**config.mk**
```make
export PLATFORM = sky130hd
export DESIGN_NAME = sysctl_clkirq
export DESIGN_NICKNAME = d
export VERILOG_FILES = /design/src/rtl/sysctl_pkg.sv /design/src/rtl/sysctl_ctrl.sv /design/src/rtl/sysctl_dp.sv /design/src/rtl/sysctl_clkirq.sv
export SDC_FILE = /design/constraint.sdc
export NUM_CORES = 1
export LEC_CHECK = 0
export BUFFER_PORTS_ARGS = -buffer_cell sky130_fd_sc_hd__buf_4
export CORE_AREA = 2 2 171 340
export CTS_CLUSTER_DIAMETER = 200
export DETAILED_ROUTE_END_ITERATION = 6
export DIE_AREA = 0 0 173 342
export GPL_ROUTABILITY_DRIVEN = 0
export PLACE_DENSITY = 0.54
export SYNTH_ARGS = -nofsm -noshare
export SYNTH_HDL_FRONTEND = slang
export SYNTH_SLANG_ARGS = --single-unit
```
**constraint.sdc**
```tcl
create_clock -name clk -period 3.8 [get_ports clk]
set_input_delay 0.76 -clock clk [delete_from_list [all_inputs] [get_ports clk]]
set_output_delay 0.76 -clock clk [all_outputs]
set_load 0.03 [all_outputs]
```
**src/rtl/sysctl_pkg.sv**
```systemverilog
package sysctl_pkg;
  localparam int DATA_W  = 32;
  localparam int ADDR_W  = 12;
  localparam int IRQ_W   = 7;
  localparam int GATE_G  = 3;
  localparam int GATE_PER = 3;
  localparam int GATE_N  = GATE_G * GATE_PER;
  localparam int GATE_IW = $clog2(GATE_N);

  // Field positions that the clock logic decodes.
  localparam int PD_BIT   = 13;
  localparam int OVR_BIT  = 31;
  localparam int DIV_LO   = 23;
  localparam int DIV1_W   = 4;
  localparam int DIV2_W   = 6;
  localparam int XTAL_LO  = 6;
  localparam int PLL_IRQ  = 6;

  typedef enum logic [4:0] {
    RS_ZERO, RS_ID0, RS_ID1, RS_CAP0, RS_CAP1, RS_CAP2, RS_CAP3, RS_CAP4,
    RS_BOR, RS_LDO, RS_RAW, RS_MASK, RS_MASKED, RS_CAUSE,
    RS_RUN1, RS_PLL, RS_RUN2, RS_GATE
  } rdSel_e;

  typedef struct packed {
    logic              wrBor;
    logic              wrLdo;
    logic              wrMask;
    logic              wrClr;
    logic              wrCause;
    logic              wrRun1;
    logic              wrRun2;
    logic [GATE_N-1:0] wrGate;
  } strobe_t;

  typedef enum logic {CLS_OLD, CLS_NEW} devClass_e;

  function automatic devClass_e classOf(logic [DATA_W-1:0] id0);
    if (id0[30:28] == 3'd0) return CLS_OLD;
    return (id0[23:16] == 8'd1) ? CLS_NEW : CLS_OLD;
  endfunction

  function automatic logic [15:0][15:0] mkPllTable(logic [15:0] base, logic [15:0] step);
    logic [15:0][15:0] t;
    for (int i = 0; i < 16; i++) t[i] = base + step * 16'(i);
    return t;
  endfunction
endpackage

```
**src/rtl/sysctl_ctrl.sv**
```systemverilog
module sysctl_ctrl
  import sysctl_pkg::*;
(
  input  logic              clk,
  input  logic              rstN,
  input  logic              regWr,
  input  logic [ADDR_W-1:0] regAddr,
  output strobe_t           strb,
  output rdSel_e            rdSel,
  output logic [GATE_IW-1:0] gateIdx
);
  localparam int WORD_W = ADDR_W - 2;
  localparam logic [WORD_W-1:0] GATE_BASE = WORD_W'(12'h100 >> 2);

  logic [WORD_W-1:0] word;
  logic [GATE_N-1:0] gateHit;

  assign word = regAddr[ADDR_W-1:2];

  // Gating words: groups 16 bytes apart, three words per group.
  for (genvar g = 0; g < GATE_G; g++) begin : g_grp
    for (genvar i = 0; i < GATE_PER; i++) begin : g_word
      assign gateHit[g*GATE_PER+i] = (word == GATE_BASE + WORD_W'(g*4 + i));
    end
  end

  always_comb begin
    strb    = '0;
    rdSel   = RS_ZERO;
    gateIdx = '0;
    case (word)
      WORD_W'(10'h000): rdSel = RS_ID0;
      WORD_W'(10'h001): rdSel = RS_ID1;
      WORD_W'(10'h002): rdSel = RS_CAP0;
      WORD_W'(10'h004): rdSel = RS_CAP1;
      WORD_W'(10'h005): rdSel = RS_CAP2;
      WORD_W'(10'h006): rdSel = RS_CAP3;
      WORD_W'(10'h007): rdSel = RS_CAP4;
      WORD_W'(10'h00C): begin rdSel = RS_BOR;    strb.wrBor   = regWr; end
      WORD_W'(10'h00D): begin rdSel = RS_LDO;    strb.wrLdo   = regWr; end
      WORD_W'(10'h014): rdSel = RS_RAW;
      WORD_W'(10'h015): begin rdSel = RS_MASK;   strb.wrMask  = regWr; end
      WORD_W'(10'h016): begin rdSel = RS_MASKED; strb.wrClr   = regWr; end
      WORD_W'(10'h017): begin rdSel = RS_CAUSE;  strb.wrCause = regWr; end
      WORD_W'(10'h018): begin rdSel = RS_RUN1;   strb.wrRun1  = regWr; end
      WORD_W'(10'h019): rdSel = RS_PLL;
      WORD_W'(10'h01C): begin rdSel = RS_RUN2;   strb.wrRun2  = regWr; end
      default: begin
        if (|gateHit) begin
          rdSel       = RS_GATE;
          strb.wrGate = regWr ? gateHit : '0;
        end
      end
    endcase
    for (int j = 0; j < GATE_N; j++)
      if (gateHit[j]) gateIdx = GATE_IW'(j);
  end

  // no write strobe leaves the decoder without a write request.
  p_quiet_r12: assert property (@(posedge clk) disable iff (!rstN)
    !regWr |-> (strb == '0));
  // one address never drives two register writes.
  p_single_r12: assert property (@(posedge clk) disable iff (!rstN)
    $onehot0(strb));
endmodule

```
**src/rtl/sysctl_dp.sv**
```systemverilog
module sysctl_dp
  import sysctl_pkg::*;
#(
  parameter logic [DATA_W-1:0] ID0        = 32'h1001_0000,
  parameter logic [DATA_W-1:0] ID1        = 32'h0000_0000,
  parameter logic [DATA_W-1:0] CAP0       = 32'h0000_0000,
  parameter logic [DATA_W-1:0] CAP1       = 32'h0000_0000,
  parameter logic [DATA_W-1:0] CAP2       = 32'h0000_0000,
  parameter logic [DATA_W-1:0] CAP3       = 32'h0000_0000,
  parameter logic [DATA_W-1:0] CAP4       = 32'h0000_0000,
  parameter logic [DATA_W-1:0] CAUSE_INIT = 32'h0000_0000,
  parameter logic [DATA_W-1:0] RUN1_INIT  = 32'h0000_0000,
  parameter logic [DATA_W-1:0] RUN2_INIT  = 32'h0000_0000,
  parameter logic [15:0][15:0] PLL_TBL    = '0,
  parameter bit                IS_NEW     = 1'b1,
  parameter int                CLK_STEP   = 5,
  parameter int                PERIOD_W   = 9
) (
  input  logic                clk,
  input  logic                rstN,
  input  strobe_t             strb,
  input  rdSel_e              rdSel,
  input  logic [GATE_IW-1:0]  gateIdx,
  input  logic [DATA_W-1:0]   wdata,
  output logic [DATA_W-1:0]   rdata,
  output logic                irqOut,
  output logic [PERIOD_W-1:0] clkPeriod
);
  logic [15:0]       borReg;
  logic [4:0]        ldoReg;
  logic [5:0]        causeReg;
  logic [IRQ_W-1:0]  rawReg, maskReg, rawNext, maskedVal;
  logic [DATA_W-1:0] run1Reg, run2Reg;
  logic [DATA_W-1:0] gateReg [GATE_N];
  logic              pllEvent;
  logic [DIV2_W-1:0] divSel;

  assign pllEvent = (strb.wrRun1 && run1Reg[PD_BIT] && !wdata[PD_BIT]) ||
                    (IS_NEW && strb.wrRun2 && run2Reg[PD_BIT] && !wdata[PD_BIT]);

  always_comb begin
    rawNext = rawReg;
    if (strb.wrClr) rawNext = rawNext & ~wdata[IRQ_W-1:0];
    if (pllEvent)   rawNext[PLL_IRQ] = 1'b1;
  end

  always_ff @(posedge clk or negedge rstN) begin
    if (!rstN) begin
      borReg   <= '0;
      ldoReg   <= '0;
      causeReg <= CAUSE_INIT[5:0];
      rawReg   <= '0;
      maskReg  <= '0;
      run1Reg  <= RUN1_INIT;
      run2Reg  <= IS_NEW ? RUN2_INIT : '0;
    end else begin
      rawReg <= rawNext;
      if (strb.wrBor)   borReg   <= wdata[15:0];
      if (strb.wrLdo)   ldoReg   <= wdata[4:0];
      if (strb.wrCause) causeReg <= wdata[5:0];
      if (strb.wrMask)  maskReg  <= wdata[IRQ_W-1:0];
      if (strb.wrRun1)  run1Reg  <= wdata;
      if (IS_NEW && strb.wrRun2) run2Reg <= wdata;
    end
  end

  for (genvar j = 0; j < GATE_N; j++) begin : g_gate
    always_ff @(posedge clk or negedge rstN) begin
      if (!rstN)               gateReg[j] <= '0;
      else if (strb.wrGate[j]) gateReg[j] <= wdata;
    end
  end

  assign maskedVal = rawReg & maskReg;
  assign irqOut    = |maskedVal;

  always_comb begin
    if (run2Reg[OVR_BIT]) divSel = run2Reg[DIV_LO +: DIV2_W];
    else                  divSel = DIV2_W'(run1Reg[DIV_LO +: DIV1_W]);
    clkPeriod = PERIOD_W'(CLK_STEP * (int'(divSel) + 1));
  end

  always_comb begin
    case (rdSel)
      RS_ID0:    rdata = ID0;
      RS_ID1:    rdata = ID1;
      RS_CAP0:   rdata = CAP0;
      RS_CAP1:   rdata = CAP1;
      RS_CAP2:   rdata = CAP2;
      RS_CAP3:   rdata = CAP3;
      RS_CAP4:   rdata = CAP4;
      RS_BOR:    rdata = DATA_W'(borReg);
      RS_LDO:    rdata = DATA_W'(ldoReg);
      RS_RAW:    rdata = DATA_W'(rawReg);
      RS_MASK:   rdata = DATA_W'(maskReg);
      RS_MASKED: rdata = DATA_W'(maskedVal);
      RS_CAUSE:  rdata = DATA_W'(causeReg);
      RS_RUN1:   rdata = run1Reg;
      RS_PLL:    rdata = DATA_W'(PLL_TBL[run1Reg[XTAL_LO +: 4]]);
      RS_RUN2:   rdata = run2Reg;
      RS_GATE:   rdata = gateReg[gateIdx];
      default:   rdata = '0;
    endcase
  end

  // bits written as one are clear in the following cycle.
  p_clear_r3: assert property (@(posedge clk) disable iff (!rstN)
    strb.wrClr |=> ((rawReg & $past(wdata[IRQ_W-1:0])) == '0));
  // falling power-down bit of the first clock word raises bit 6.
  p_pll_set_r4: assert property (@(posedge clk) disable iff (!rstN)
    (strb.wrRun1 && run1Reg[PD_BIT] && !wdata[PD_BIT]) |=> rawReg[PLL_IRQ]);
  // status bit 6 only appears after a clock word write.
  p_pll_src_r5: assert property (@(posedge clk) disable iff (!rstN)
    $rose(rawReg[PLL_IRQ]) |-> $past(strb.wrRun1 || strb.wrRun2));
  // on the older class a second-word write changes nothing.
  p_old_hold_r7: assert property (@(posedge clk) disable iff (!rstN)
    (!IS_NEW && strb.wrRun2) |=> ($stable(run2Reg) && $stable(clkPeriod)));
  // the period is a whole number of steps within the divider range.
  p_period_range_r6: assert property (@(posedge clk) disable iff (!rstN)
    (clkPeriod >= PERIOD_W'(CLK_STEP)) &&
    (clkPeriod <= PERIOD_W'(CLK_STEP * (2**DIV2_W))));
endmodule

```
**src/rtl/sysctl_clkirq.sv**
```systemverilog
module sysctl_clkirq
  import sysctl_pkg::*;
#(
  parameter logic [DATA_W-1:0] ID0        = 32'h1001_0000,
  parameter logic [DATA_W-1:0] ID1        = 32'h0000_0000,
  parameter logic [DATA_W-1:0] CAP0       = 32'h0000_0000,
  parameter logic [DATA_W-1:0] CAP1       = 32'h0000_0000,
  parameter logic [DATA_W-1:0] CAP2       = 32'h0000_0000,
  parameter logic [DATA_W-1:0] CAP3       = 32'h0000_0000,
  parameter logic [DATA_W-1:0] CAP4       = 32'h0000_0000,
  parameter logic [DATA_W-1:0] CAUSE_INIT = 32'h0000_0000,
  parameter logic [DATA_W-1:0] RUN1_INIT  = 32'h078E_3AC0,
  parameter logic [DATA_W-1:0] RUN2_INIT  = 32'h0780_2810,
  parameter logic [15:0][15:0] PLL_NEW    = mkPllTable(16'h1B20, 16'h0913),
  parameter logic [15:0][15:0] PLL_OLD    = mkPllTable(16'h1AE0, 16'h0877),
  parameter int                CLK_STEP   = 5,
  localparam int               PERIOD_W   = $clog2(CLK_STEP * (2**DIV2_W) + 1)
) (
  input  logic                clk,
  input  logic                rstN,
  input  logic                regWr,
  input  logic [ADDR_W-1:0]   regAddr,
  input  logic [DATA_W-1:0]   regWdata,
  output logic [DATA_W-1:0]   regRdata,
  output logic                irqOut,
  output logic [PERIOD_W-1:0] clkPeriod
);
  localparam bit IS_NEW = (classOf(ID0) == CLS_NEW);

  strobe_t            strb;
  rdSel_e             rdSel;
  logic [GATE_IW-1:0] gateIdx;

  sysctl_ctrl u_ctrl (
    .clk(clk), .rstN(rstN), .regWr(regWr), .regAddr(regAddr),
    .strb(strb), .rdSel(rdSel), .gateIdx(gateIdx)
  );

  sysctl_dp #(
    .ID0(ID0), .ID1(ID1), .CAP0(CAP0), .CAP1(CAP1), .CAP2(CAP2),
    .CAP3(CAP3), .CAP4(CAP4), .CAUSE_INIT(CAUSE_INIT),
    .RUN1_INIT(RUN1_INIT), .RUN2_INIT(RUN2_INIT),
    .PLL_TBL(IS_NEW ? PLL_NEW : PLL_OLD), .IS_NEW(IS_NEW),
    .CLK_STEP(CLK_STEP), .PERIOD_W(PERIOD_W)
  ) u_dp (
    .clk(clk), .rstN(rstN), .strb(strb), .rdSel(rdSel), .gateIdx(gateIdx),
    .wdata(regWdata), .rdata(regRdata), .irqOut(irqOut), .clkPeriod(clkPeriod)
  );
endmodule

```
* Word-level counts from Yosys, hierarchy flattened
Memories as Yosys holds them, arrays and structs flattened.
Index checks and enable logic that the tools add are counted.
** Word-level totals
- Bits in registers :: 393
- Word-level logic and storage cells :: 100
- Bits in read-only memories :: 256
- Output and inout bits :: 42
- Memories kept :: 1
- Input bits :: 47
** Operators by class
- $lt $le $gt $ge :: 2
- $mul :: 1
- Bitwise gates (word level) :: 4
- Reduce and logical (&&, ||, !) cells :: 11
- Add/subtract/negate cells :: 1
- Muxes and demuxes :: 28
- Equal/unequal tests :: 35
** Memories
- (name not given) :: depth 16, width 16, read ports 1, clocked after Yosys merged registers in 0, wr ports 0, line sysctl_dp.sv:99 : RS_PLL: rdata = DATA_W'(PLL_TBL[run1Reg[XTAL_LO +: 4]]);
** Operators with widths (number)
- case mux 32 bit (11 select lines) :: 1
- binary-select mux 32 bit (select 4 bit) :: 1
- == test 10 x 7 -> 1 bit, second input constant :: 9
- case mux 5 bit (16 select lines) :: 1
- == test 10 x 5 -> 1 bit, second input constant :: 7
- 2-to-1 mux 32 bit :: 2
- == test 10 x 3 -> 1 bit, second input constant :: 4
- == test 5 x 4 -> 1 bit, second input constant :: 8
- multiplier 4 x 32 -> 9 bit, first input constant :: 1
- 2-to-1 mux 9 bit :: 3
- == test 10 x 4 -> 1 bit, second input constant :: 2
- 2-to-1 mux 16 bit :: 1
- OR reduction 16 bit :: 1
- bitwise AND 7 bit :: 2
- 2-to-1 mux 3 bit :: 4
- == test 10 x 1 -> 1 bit, second input constant :: 1
- == test 10 x 2 -> 1 bit, second input constant :: 1
- == test 5 bit, second input constant :: 2
- logical NOT 10 bit :: 1
- 2-to-1 mux 1 bit :: 9
- OR reduction 9 bit :: 1
- adder 6 x 1 -> 7 bit, second input constant :: 1
- 2-to-1 mux 7 bit :: 1
- NOT 7 bit :: 1
- 13 further kinds :: 17

* Longest topological paths before layout
- Depth in word-level cells :: 14
- Mapped depth :: 13
- Mapped depth without buffers :: 12

* By module
Synthesis repeated with hierarchy kept, for this count alone.
** Unflattened totals
- Cell total of the unflattened synthesis :: 1399
- Area, all modules :: 19142.1 µm²
** By module, submodules not included
- sysctl_dp :: times used 1, cells an instance 1321, sequential area each 9859.5 µm², area each 18696.7 µm²
- sysctl_ctrl :: times used 1, cells an instance 78, sequential area each 0.0 µm², area each 445.4 µm²

* Least setup slack after synthesis
No wires, ideal clock.
- Path kind :: input to output
- Start point :: input port regAddr[6]
- End point :: output port regRdata[28]
- Slack :: -0.281 ns
- Data required time :: 3.040 ns
- Arrival time :: 3.321 ns
- Cell stages on the path :: 8
- Path buffers :: 3
- Cells stage by stage :: buf_2 > or4b_4 > nor2_4 > and2_1 > buf_2 > buf_2 > a221oi_1 > o311ai_0
** Between the ends
- Word-level cells in the longest chain between the ends :: 14
- Elaborated cells between the ends (all ways) :: 52
- Classes of those cells :: eq/ne: 35; mux: 14; bitwise: 1; reduce/logical: 2
** RTL lines
- start: declaration :: line sysctl_clkirq.sv:22 : input logic [ADDR_W-1:0] regAddr,
- == test 10 x 7 -> 1 bit :: line sysctl_ctrl.sv:23 : assign gateHit[g*GATE_PER+i] = (word == GATE_BASE + WORD_W'(g*4 + i));
- 2-to-1 mux 1 bit :: line sysctl_ctrl.sv:56 : if (gateHit[j]) gateIdx = GATE_IW'(j);
- 2-to-1 mux 2 bit (2 in a row) :: line sysctl_ctrl.sv:56
- 2-to-1 mux 3 bit (4 in a row) :: line sysctl_ctrl.sv:56
- 2-to-1 mux 4 bit :: line sysctl_ctrl.sv:56
- NOT 4 -> 5 bit (implied by the code) :: line sysctl_dp.sv:101 : RS_GATE: rdata = gateReg[gateIdx];
- binary-select mux 32 bit (select 4 bit) :: line sysctl_dp.sv:101
- 2-to-1 mux 32 bit (implied by the code) (2 in a row) :: line sysctl_dp.sv:101
- case mux 32 bit (11 select lines) * :: line sysctl_dp.sv:84 : case (rdSel)
- end: declaration :: line sysctl_clkirq.sv:24 : output logic [DATA_W-1:0] regRdata,
Every way passes the cells marked *; elsewhere a longest branch is shown, timed or not. The select of a mux whose other input is x is not followed.

* Worst setup path in the final report
- Start point :: register u_dp.run2Reg[31]
- End point :: output port clkPeriod[8]
** Between the ends
- Word-level cells in the longest chain between the ends :: 3
** RTL lines
- start: declaration :: line sysctl_dp.sv:33 : logic [DATA_W-1:0] run1Reg, run2Reg;
- start signal: assignment :: line sysctl_dp.sv:55 : run2Reg <= IS_NEW ? RUN2_INIT : '0;
- start signal: assignment :: line sysctl_dp.sv:63 : if (IS_NEW && strb.wrRun2) run2Reg <= wdata;
- 2-to-1 mux 6 bit :: line sysctl_dp.sv:78 : if (run2Reg[OVR_BIT]) divSel = run2Reg[DIV_LO +: DIV2_W];
- adder 6 x 1 -> 7 bit :: line sysctl_dp.sv:80 : clkPeriod = PERIOD_W'(CLK_STEP * (int'(divSel) + 1));
- multiplier 4 x 32 -> 9 bit :: line sysctl_dp.sv:80
- end: declaration :: line sysctl_clkirq.sv:26 : output logic [PERIOD_W-1:0] clkPeriod
No other way between the ends.

==> metrics.sh <==
GRT_PASS1_WL_UM=92800
ROUTE.DETAILED.WL_PER_INST_UM=24.1
ANTENNA_FOUND_INITIAL=2
SEQ_POWER_SHARE_PCT=46.8
FINAL-SEQ-AREA_UM2=9860
ANTENNA-DIODE-COUNT=0
YS.FLOP_TYPE='sky130_fd_sc_hd__dfrtp_1'
YOSYS_WARNINGS=0
POSTROUTEANTENNANETS=0
NETS_FINISH=1819
DESIGN.PORTCOUNT=89
ACHIEVABLE_FREQ_MHz=248
RUN_STATUS='finished, violations left'
DRCVIOLATIONCOUNT=0
LAYOUT_MIN_CYCLE_TIME_NS=4.03
DR.PASS1.ITERS=7
GR-USAGE-ALL-LAYERS_PCT=20.4
TIMING.HOLD.WORST.CLASS='input port to async pin'
INITIALDRTVIOLATIONCOUNT=1150
POWER.IR.VDD_WORST_uV=447
P_INT_mW=6.94
SYNTH_CELLS=1596
ASYNC_FLOP_SHARE_PCT=100
PATH_CELLS='mux2i_4 > inv_2 > ha_4 > nand2_4 > xor2_2 > ha_1 > ha_1 > a21o_1 > a21oi_2 > o21bai_1 > a21oi_2 > xnor2_1 > buf_4'
ROUTED_WIRELENGTH_UM=61200
CLOCK_TREE.BUFFER_DEPTH=3
CPMAXSTAGEDELAYCELL='sky130_fd_sc_hd__dfrtp_2'
YOSYSSEQAREASHARE_PCT=50.3
VIA_COUNT_OF_THE_ROUTED_DESIGN=14300
CORE_UM2=56800
LAYOUT_SETUP_WS_NS=-0.231
NUMPLACEDINSTANCES=2446
INITIAL_CORE_UTIL_PCT=34.5
PORT_BUFFERS=86
SETUP_TNS_NS=-0.656
FINAL-HOLD-VIOLATION-COUNT=0
UNREPAIRED_SETUP_ENDPOINTS_AFTER_GLOBAL_ROUTING='true'
NUM-FILL-CELLS=5429
FINISH.UTILIZATION_PCT=42.4
ARRIVAL_TIME_OF_THE_WORST_SETUP_PATH_NS=3.27
POST_SYNTH_INSTANCE_AREA_UM2=19600
SYNTH_AREA_PER_CELL_UM2=12.3
INSERTION_DELAY_NS=0.55
SYNTH_CELL_TYPE_COUNT=79
PIN_COUNT_OF_THE_BIGGEST_NET_ENTERING_GLOBAL_ROUTING=87
POSTSYNTHNETCOUNT=1662
MAX_SLEW.WORST_PIN.SLEW_NS=0.778
POST-ROUTE-PERIOD-UTIL_PCT=106
FIRST_GLOBAL_VIAS=14700
CRITICAL_PATH.MAX_FANOUT=6
MAX_SLEW_MARGIN_PCT=48.1
COMMONEST_NON_FILL_NON_TAP_CELLS_IN_THE_LAYOUT='372 x sky130_fd_sc_hd__dfrtp_1, 362 x sky130_fd_sc_hd__mux2_2, 208 x sky130_fd_sc_hd__buf_4'
SYNTH_SEQ_CELLS=393
FINALMAXSLEWVIOLATIONS=0
TRITONCTS='yes'
CRITPATHREQUIREDTIME_NS=3.04
FLOW.AREA_GROWTH_FROM_SYNTHESIS_PCT=22.9
CLOCK_TREE.ROOT_CELL='sky130_fd_sc_hd__clkbuf_16'
SYNTH-EDFF-COUNT=0
CTSHOLDBUFFERS=0
MULTI_INPUT_AREA_UM2=9490
MAX_CAP_VIOL_COUNT=0
CTS-BUFFERS-INSERTED=41
POSTPLACECELLAREA_UM2=22200
POWER.NET_SWITCHING_mW=2.14
FINAL_DESIGN_INSTANCE_AREA_WITHOUT_FILL_UM2=24100
CRIT_TYPE='flip-flop to output pin'
POWERDENSITY_nW_PER_UM2=377
NUMBER_OF_STANDARD_CELLS_IN_THE_FINAL_LAYOUT_EXCLUDING_FILLERS=2542
SETUP-VIOLATIONS-FINAL=4
WORSTSETUPSTARTPOINTTYPE='flip-flop'
CLKSINKCOUNT=393
DIE_W_UM=173
SWITCHING_FRACTION_OF_TOTAL_POWER_PCT=23.6
WORST_SETUP_HOLD_PATH_CLK_SLEW_NS=0.06
DIE_Y_UM=342
CP_SLOWEST_STAGE_DELAY_NS=0.49
CTS_MAX_LEVEL=2
LAYOUT.CELLS.MOST_COMMON='sky130_fd_sc_hd__dfrtp_1'
LAYOUT-DRIVE-GT1-SHARE_PCT=44.4
DRT-VIAS-PER-INSTANCE=5.64
GRT_OVERFLOW_TOTAL=0
CLKPWRFRAC_PCT=46.9
ROW_COUNT=124
COMBINATIONAL_GROUP_SHARE_OF_TOTAL_POWER_PCT=6.3
P_LEAK_nW=11.4
FIN_SKEW_NS=0.000467
FLOORPLAN.DIE_AREA_UM2=59200
VIOLATIONS_IN_THE_FINAL_REPORTS='negative setup slack'
CRITICAL_PATH.ENDPOINT_TYPE='output pin'
SUM_OF_NET_HALF_PERIMETERS_AFTER_DETAILED_PLACEMENT_UM=40800
## power by group through the flow
stage | Sequential [mW] | Clock [mW] | Combinational [mW]
2_1_floorplan | 4.31 | 0 | 0.228
3_3_place_gp | 4.32 | 0 | 0.552
3_5_place_dp | 4.32 | 0 | 0.554
4_1_cts | 4.25 | 4.35 | 0.562
5_1_grt | 4.25 | 4.53 | 0.623
6_report | 4.25 | 4.25 | 0.576
## final cells by class
cell class | count | area share, %
Inverter | 10 | 0.156
Clock inverter | 18 | 1.01
Clock buffer | 58 | 4.90
Tap cell | 756 | 3.92
Multi-Input combinational cell | 1051 | 39.4
Sequential cell | 393 | 40.9
Timing Repair Buffer | 256 | 9.73
## synthesized netlist by cell type (all sizes together) (4+ instances only)
| master | n | area share (%) |
|---|---|---|
| o211ai | 15 | 0.57 |
| nor2b | 8 | 0.26 |
| a211oi | 5 | 0.19 |
| and2 | 4 | 0.13 |
| a221o | 21 | 1.1 |
| o21ai | 59 | 1.5 |
| mux2 | 401 | 23 |
| nand2b | 9 | 0.29 |
| a32oi | 13 | 0.58 |
| nand2 | 80 | 1.6 |
| nand3 | 39 | 1.0 |
| a222oi | 23 | 1.2 |
| buf | 69 | 1.8 |
| a22o | 4 | 0.18 |
| a21oi | 49 | 1.3 |
| a21boi | 10 | 0.38 |
| o221ai | 9 | 0.40 |
| o31ai | 7 | 0.27 |
| a22oi | 35 | 1.3 |
| nor3 | 18 | 0.68 |
| ha | 18 | 1.1 |
| a21o | 5 | 0.19 |
| mux2i | 42 | 2.1 |
| a311oi | 5 | 0.22 |
| nor2 | 42 | 0.88 |
| dfrtp | 373 | 48 |
| inv | 9 | 0.17 |
| a2bb2oi | 4 | 0.21 |
| nand4 | 7 | 0.22 |
| xnor2 | 7 | 0.31 |
| a32o | 5 | 0.26 |
| a211o | 4 | 0.18 |
| clkbuf | 73 | 1.4 |
| o2bb2ai | 5 | 0.22 |
| nor4b | 4 | 0.32 |
| dfstp | 20 | 2.7 |
| a221oi | 21 | 0.94 |
| o22ai | 9 | 0.29 |
| a31o | 6 | 0.27 |
| nor4 | 9 | 0.55 |
| a31oi | 11 | 0.35 |
| and3 | 7 | 0.22 |
## logic make-up after synthesis
logic type,Yosys count,synth area share [%]
flip-flops,393,50.3
adder cells (fa/ha/maj),19,1.25
buffers and inverters,152,3.37
XOR/XNOR,10,0.447
AND/OR/NAND/NOR,239,6.65
multiplexers,444,25.3
AO/OA/AOI/OAI,339,12.7
## path summary, 6_finish.rpt
check	start	slack (ns)	depth (start not counted)	end
worst max-delay path	u_dp.run2Reg[31]	-0.23	13	clkPeriod[8]
min in group clk	u_dp.gateReg[92]	0.49	1	u_dp.gateReg[92]
max in group asynchronous	rstN	2.68	2	u_dp.run1Reg[24]
worst max register to register	u_dp.run1Reg[8]	2.61	1	u_dp.run1Reg[8]
worst min register to register	u_dp.gateReg[92]	0.49	1	u_dp.gateReg[92]
worst min-delay path	rstN	0.24	1	u_dp.run2Reg[1]
## critical path: cells and delay by family, from the launching register on
kind / cells / cell delay [ns]
AO/OA/AOI/OAI: 4 / 0.55
XOR/XNOR: 2 / 0.30
adder cells (fa/ha/maj): 3 / 0.73
buffers and inverters: 2 / 0.26
flip-flops: 1 / 0.49
multiplexers: 1 / 0.30
AND/OR/NAND/NOR: 1 / 0.07
## sequential cells by signal (all words and copies together), names as in the netlist
register and cells:
u_dp.rawReg 7, u_dp.ldoReg 5, u_dp.gateReg 288, u_dp.run2Reg 32
u_dp.run1Reg 32, u_dp.maskReg 7, u_dp.borReg 16, u_dp.causeReg 6
## through the flow
stage               power [mW]  hold WS, ns  setup slack (ns)
finish                    9.07        0.241            -0.231
detailed placement        4.88        0.476            -0.296
global placement          4.87        0.470            -0.350
global route              9.40        0.295            -0.401
floorplan                 4.54        0.459            0.0374
CTS                       9.16        0.258            -0.288
## metal layers
layer	vias up	share of wire, %	track usage, %
met5	-	0.026	0
met4	2	2.8	6.34
met3	95	5.0	3.08
met2	410	47	33.7
met1	7480	45	27.7
li1	6340	-	-
## what timing repair did
| item | 4_1_cts | 5_1_grt |
|---|---|---|
| endpoints found under the setup margin | 18 | 22 |
| setup buffers | 4 | 18 |
| pin swaps | 8 | 19 |
| resized for setup | 34 | 46 |
Note: power is estimated with default switching activity, not from simulation.
